`src/rtl/rgmii_tx_pkg.sv`:
```
package rgmii_tx_pkg;

  typedef enum logic [1:0] {
    SPD_10   = 2'b00,
    SPD_100  = 2'b01,
    SPD_1000 = 2'b10
  } spd_e;

  // Map the raw select to a rate; the spare code selects gigabit.
  function automatic spd_e decode_spd(input logic [1:0] sel);
    spd_e r;
    case (sel)
      2'b00:   r = SPD_10;
      2'b01:   r = SPD_100;
      default: r = SPD_1000;
    endcase
    return r;
  endfunction

  // Both clock edges carry data only at gigabit rate.
  function automatic logic spd_is_dual(input spd_e s);
    return (s == SPD_1000);
  endfunction

endpackage

```
`src/rtl/tx_speed_ctrl.sv`:
```
module tx_speed_ctrl
  import rgmii_tx_pkg::*;
(
  input  logic       clk,
  input  logic       rst_n,
  input  logic [1:0] sel_i,
  input  logic       accept_i,
  input  logic       active_i,
  output logic       dual_o
);

  spd_e spd_q;
  spd_e spd_d;
  logic spd_ce;

  // Rate may only change on a byte boundary with no activity.
  always_comb begin
    spd_ce = accept_i && !active_i;
    spd_d  = decode_spd(sel_i);
  end

  always_ff @(posedge clk or negedge rst_n) begin
    if (!rst_n) begin
      spd_q <= SPD_10;
    end else if (spd_ce) begin
      spd_q <= spd_d;
    end
  end

  assign dual_o = spd_is_dual(spd_q);

  p_mode_hold_r8: assert property (@(posedge clk) disable iff (!rst_n)
    (!accept_i || active_i) |=> $stable(spd_q));

endmodule

```
`src/rtl/tx_nibble_seq.sv`:
```
module tx_nibble_seq #(
  parameter int DATA_W = 8
) (
  input  logic              clk,
  input  logic              rst_n,
  input  logic              dual_i,
  input  logic [DATA_W-1:0] data_i,
  input  logic              active_i,
  output logic              rdy_o,
  output logic [DATA_W/2-1:0] rise_o,
  output logic [DATA_W/2-1:0] fall_o
);

  localparam int NIB_W = DATA_W / 2;

  logic             second_q, second_d;
  logic [NIB_W-1:0] hold_q, hold_d;
  logic [NIB_W-1:0] rise_q, rise_d;
  logic [NIB_W-1:0] fall_q, fall_d;
  logic [NIB_W-1:0] lo_nib, hi_nib;

  // Split the incoming byte; zero it when the lane is idle.
  always_comb begin
    for (int i = 0; i < NIB_W; i++) begin
      lo_nib[i] = data_i[i]         & active_i;
      hi_nib[i] = data_i[i + NIB_W] & active_i;
    end
  end

  assign rdy_o = !second_q;

  always_comb begin
    second_d = second_q;
    hold_d   = hold_q;
    rise_d   = rise_q;
    fall_d   = fall_q;
    if (dual_i) begin
      second_d = 1'b0;
      rise_d   = lo_nib;
      fall_d   = hi_nib;
    end else if (!second_q) begin
      second_d = active_i;
      hold_d   = hi_nib;
      rise_d   = lo_nib;
      fall_d   = lo_nib;
    end else begin
      second_d = 1'b0;
      rise_d   = hold_q;
      fall_d   = hold_q;
    end
  end

  always_ff @(posedge clk or negedge rst_n) begin
    if (!rst_n) begin
      second_q <= 1'b0;
      hold_q   <= '0;
      rise_q   <= '0;
      fall_q   <= '0;
    end else begin
      second_q <= second_d;
      hold_q   <= hold_d;
      rise_q   <= rise_d;
      fall_q   <= fall_d;
    end
  end

  assign rise_o = rise_q;
  assign fall_o = fall_q;

  p_rdy_dual_r4: assert property (@(posedge clk) disable iff (!rst_n)
    dual_i |-> rdy_o);

  p_rdy_return_r6: assert property (@(posedge clk) disable iff (!rst_n)
    !rdy_o |=> rdy_o);

  p_single_mirror_r5: assert property (@(posedge clk) disable iff (!rst_n)
    !dual_i |-> (rise_o == fall_o));

endmodule

```
`src/rtl/tx_ctl_enc.sv`:
```
module tx_ctl_enc (
  input  logic clk,
  input  logic rst_n,
  input  logic load_i,
  input  logic en_i,
  input  logic err_i,
  output logic ctl_rise_o,
  output logic ctl_fall_o
);

  logic en_q, en_d;
  logic xr_q, xr_d;

  // Capture only at acceptance; hold across the second nibble.
  always_comb begin
    en_d = en_q;
    xr_d = xr_q;
    if (load_i) begin
      en_d = en_i;
      xr_d = en_i ^ err_i;
    end
  end

  always_ff @(posedge clk or negedge rst_n) begin
    if (!rst_n) begin
      en_q <= 1'b0;
      xr_q <= 1'b0;
    end else begin
      en_q <= en_d;
      xr_q <= xr_d;
    end
  end

  assign ctl_rise_o = en_q;
  assign ctl_fall_o = xr_q;

  p_ctl_rise_r2: assert property (@(posedge clk) disable iff (!rst_n)
    load_i |=> (ctl_rise_o == $past(en_i)));

  p_ctl_fall_r3: assert property (@(posedge clk) disable iff (!rst_n)
    load_i |=> (ctl_fall_o == ($past(en_i) ^ $past(err_i))));

  p_ctl_hold_r6: assert property (@(posedge clk) disable iff (!rst_n)
    !load_i |=> ($stable(ctl_rise_o) && $stable(ctl_fall_o)));

endmodule

```
`src/rtl/rgmii_tx_enc.sv`:
```
module rgmii_tx_enc #(
  parameter int DATA_W = 8
) (
  input  logic              clk,
  input  logic              rst_n,
  input  logic [1:0]        speed_sel,
  input  logic [DATA_W-1:0] mac_data,
  input  logic              mac_en,
  input  logic              mac_err,
  output logic              byte_rdy,
  output logic [DATA_W/2-1:0] txd_rise,
  output logic [DATA_W/2-1:0] txd_fall,
  output logic              ctl_rise,
  output logic              ctl_fall
);

  logic dual;
  logic active;
  logic rdy;

  assign active   = mac_en | mac_err;
  assign byte_rdy = rdy;

  tx_speed_ctrl u_speed (
    .clk      (clk),
    .rst_n    (rst_n),
    .sel_i    (speed_sel),
    .accept_i (rdy),
    .active_i (active),
    .dual_o   (dual)
  );

  tx_nibble_seq #(.DATA_W(DATA_W)) u_nib (
    .clk      (clk),
    .rst_n    (rst_n),
    .dual_i   (dual),
    .data_i   (mac_data),
    .active_i (active),
    .rdy_o    (rdy),
    .rise_o   (txd_rise),
    .fall_o   (txd_fall)
  );

  tx_ctl_enc u_ctl (
    .clk        (clk),
    .rst_n      (rst_n),
    .load_i     (rdy),
    .en_i       (mac_en),
    .err_i      (mac_err),
    .ctl_rise_o (ctl_rise),
    .ctl_fall_o (ctl_fall)
  );

  p_idle_zero_r7: assert property (@(posedge clk) disable iff (!rst_n)
    (rdy && !active) |=> (txd_rise == '0 && txd_fall == '0 && !ctl_rise && !ctl_fall));

  p_gig_split_r4: assert property (@(posedge clk) disable iff (!rst_n)
    (dual && active) |=> (txd_rise == $past(mac_data[DATA_W/2-1:0]) &&
                          txd_fall == $past(mac_data[DATA_W-1:DATA_W/2])));

endmodule

```
`config.mk`:
```
export PLATFORM = sky130hd
export DESIGN_NAME = rgmii_tx_enc
export DESIGN_NICKNAME = d
export VERILOG_FILES = /design/src/rtl/rgmii_tx_pkg.sv /design/src/rtl/tx_speed_ctrl.sv /design/src/rtl/tx_nibble_seq.sv /design/src/rtl/tx_ctl_enc.sv /design/src/rtl/rgmii_tx_enc.sv
export SDC_FILE = /design/constraint.sdc
export NUM_CORES = 1
export LEC_CHECK = 0
export ABC_AREA = 1
export BUFFER_PORTS_ARGS = -buffer_cell sky130_fd_sc_hd__buf_2
export CORE_AREA = 3 3 48 50
export DETAILED_ROUTE_END_ITERATION = 7
export DIE_AREA = 0 0 51 53
export PLACE_DENSITY = 0.66
export SYNTH_ARGS = -nofsm -noshare
export SYNTH_HDL_FRONTEND = slang
export SYNTH_SLANG_ARGS = --single-unit
```
`constraint.sdc`:
```
create_clock -name clk -period 1 [get_ports clk]
set_clock_uncertainty 0.2 [all_clocks]
set_input_delay 0.3 -clock clk [delete_from_list [all_inputs] [get_ports clk]]
set_output_delay 0.3 -clock clk [all_outputs]
set_load 0.02 [all_outputs]
```
==> impl_results.md <==
* Post-route setup TNS at -8.78 ns
* Synth Instances at a little under 90
* Minimum clock period at ~1.4 ns
* Cells along the critical path: clkinv_8, buf_6
* Main combinational cell family by area after synthesis: simple AND/OR/NAND/NOR gates
* Max-slew headroom at between 80 and 90%
* GP Congestion at 0.745
* Final wirelength at a little over 2000 um
* Status: finished, violations left
* Synth unique cells at 12
* CTS tree: yes
* FF+latch area at about 430 um2
* Cells after DPL at 146
* Via density at 4.79
* Post-DP HPWL at ~1200 um
* Top-area cell type share of the netlist area at ~55%
* Crit path kind: reg2out
* YS warnings at 0
* Initial core utilization at slightly below 40%
* H-tree depth at 1
* Initial antenna violation count at 0
* Cell taking the most area after synthesis: dfrtp_1
* Multi-input gate area at 467 um2
* Switch Pwr at about 1.8 mW
* Area contributors post-synth: dfrtp_1, nand2_1, nand3_1
* Main synth FF type: dfrtp_1
* ANT nets after route at 0
* Layout Cells excl Fill at between 150 and 200
* Die Width at between 50 and 60 um
* Syn-to-layout area delta at 75.0%
* Vias after detailed routing at 747
* Vias in the first global route at 735
* Simple-gate share of the synthesized area at between 20% and 30%
* Worst Tran Pin Value at 0.237 ns
* Clock slew at reported path FFs at about 0.1 ns
* Mapped cell area at between 700 and 800 um2
* Drt pass-1 iters at 4
* Post-Synth XOR/XNOR Area at 0%
* Worst-Skew Late Latency at approximately 0.28 ns
* Grt ovf at 0
* Worst stage delay on the critical path at 0.46 ns
* Max Cap Violations at 0
* Fill cells at 146
* Pint at about 2.4 mW
* Switching Share at a little over two fifths
* # IOs at 25
* CTS Sinks at 17
* Final setup violation count at 28
* Reg power frac at around 30%
* Fin. Hold Viols at 0
* Fraction of layout cells with a size suffix above 1 at about 63%
* Post-DP Area at around 0.0011 mm2
* CP startpoint kind: register
* Slowest-stage cell, CP: dfrtp_2
* Seq cells post-synth at 17
* Post-Syn Area per Cell at around 8.7 um2
* Adder-Cell Fraction of Synth Area at approximately 1.6%
* Syn_nets at ~100
* Largest net degree at the start of global routing at 18
* DIE HEIGHT at ~53 um
* Port bufs at 24
* Root Driver: clkbuf_4
* CP endpoint kind: output pin
* Period utilization at 140%
* CP required at approximately 0.5 ns
* CP arrival at ~0.90 ns
* Comb pwr share at between 60% and 70%
* RSZ-0062 raised after global routing: yes
* CTS buffer count at 3
* Pwr/cell area at between 3000 and 4000 mW/mm2
* Worst vdd ir at approximately 0.0025 V
* Async set-reset flop share out of synthesis at 100%
* Commonest cells post-synth: nand2_1, dfrtp_1, nand3_1
* Max-slew violations at 0
* Hold crit path type: in2reg
* Count leader, synth: nand2_1
* Site Rows at 16
* Register area share after synthesis at between 50% and 60%
* Final #Nets at roughly 150
* LEAKAGE at 0.682 nW
* Number of DRC markers in iteration 0 at 6
* Clock tree buffer depth at 2
* Ant. Diodes at 0
* Post-synth EDFFs at 0
* Max Fanout on Critical Path at 2
* Tot GR Track Use at 16.3%
* Clock power share at 8.8%
* Post-route DRC at 0
* First-pass GRT wire length at ~3300 um
* Setup WS post-layout at -0.402 ns
* Final instance area at 0.00135 mm2
* Die area at between 0.002 and 0.003 mm2
* Compound-Gate Fraction of Synth Area at roughly 4.5%
* Core Area at 0.00194 mm2
* Failing checks: setup timing
* Mux share of post-synthesis cell area at 0%
* Drt wl/cell at 13.1 um
* Achievable clock frequency at approximately 0.7 GHz
power by group through the flow:
stage               logic (mW)  clock network, mW  registers [mW]
floorplan                0.855                  0            1.41
global placement          1.59                  0            1.17
detailed placement        1.61                  0            1.18
CTS                       2.25              0.371            1.22
global route              2.81              0.398            1.29
finish                    2.60              0.370            1.26
critical path: cells and delay by family (launching register included):
| family | cells | cell delay, ns |
|---|---|---|
| DFF | 1 | 0.46 |
| buffers and inverters | 2 | 0.16 |
final timing paths:
check	from	end	slack (ns)	cells past startpoint
max in group asynchronous	rst_n	u_nib.second_q	0.16	2
worst min register to register	u_speed.spd_q[0]	u_speed.spd_q[0]	0.31	2
min in group asynchronous	rst_n	u_nib.rise_o[3]	0.23	2
worst min-delay path	speed_sel[0]	u_speed.spd_q[0]	0.04	3
worst max-delay path	u_nib.second_q	byte_rdy	-0.40	2
worst max register to register	u_nib.second_q	u_nib.fall_o[0]	-0.36	7
repair_timing:
action / CTS / global route
cloned: 1 / 0
hold buffers: 1 / 0
pin swaps: 10 / 7
endpoints found under the setup margin: 28 / 29
resized for setup: 45 / 21
hold endpoints to repair: 17 / 0
setup buffers: 3 / 2
per-layer routing:
| metal | share of wire (%) | global-route usage, % |
|---|---|---|
| met2 | 55 | 29.0 |
| met1 | 38 | 19.5 |
| met3 | 5.8 | 3.10 |
| met4 | 1.5 | 5.83 |
| met5 | 0 | 0 |
cells in the final DEF, fill, tap and decap left out:
cell / count
ha_4: 1
dfrtp_1: 16
nand3_4: 1
clkinv_8: 1
inv_12: 1
buf_2: 12
inv_4: 1
buf_12: 1
buf_6: 15
o21ai_2: 3
clkbuf_4: 4
dfrtp_2: 1
dlygate4sd3_1: 1
nand3_2: 11
nand2_2: 9
inv_8: 1
nor2_2: 1
o21ai_1: 4
buf_4: 7
nand2_8: 2
nand2_1: 20
inv_1: 6
nand2_4: 8
clkbuf_1: 1
inv_2: 1
cell type report:
type                            instances  share of cell area (%)
Clock buffer                            4                    1.95
Inverter                               11                    5.66
Multi-Input combinational cell         60                    34.6
Sequential cell                        17                    31.6
Tap cell                               27                    2.50
Timing Repair Buffer                   37                    23.7
cell families (layout without fill, tap and decap cells):
| group | count (synthesis) | after routing |
|---|---|---|
| AO/OA/AOI/OAI | 7 | 7 |
| adder cells (fa/ha/maj) | 1 | 1 |
| buffers and inverters | 13 | 52 |
| flip-flops | 17 | 17 |
| AND/OR/NAND/NOR | 51 | 52 |
sequential cells by signal, indices dropped and copies added, names as in the netlist:
| register | cells |
|---|---|
| u_nib.second_q | 1 |
| u_ctl.ctl_fall_o | 1 |
| u_speed.spd_q | 2 |
| u_ctl.ctl_rise_o | 1 |
| u_nib.hold_q | 4 |
| u_nib.fall_o | 4 |
| u_nib.rise_o | 4 |
metrics by stage:
stage / total power [mW] / setup WS, ns / hold slack (ns) / util, %
5_1_grt: 4.50 / -0.424 / 0.0618 / 69.5
3_5_place_dp: 2.78 / -0.373 / 0.0395 / 54.5
6_report: 4.22 / -0.402 / 0.0401 / 69.5
4_1_cts: 3.84 / -0.401 / 0.0440 / 65.4
2_1_floorplan: 2.26 / -0.0946 / -0.196 / -
3_3_place_gp: 2.76 / -0.332 / 0.0359 / 54.5
No activity file was read; power rests on OpenSTA's default activity.
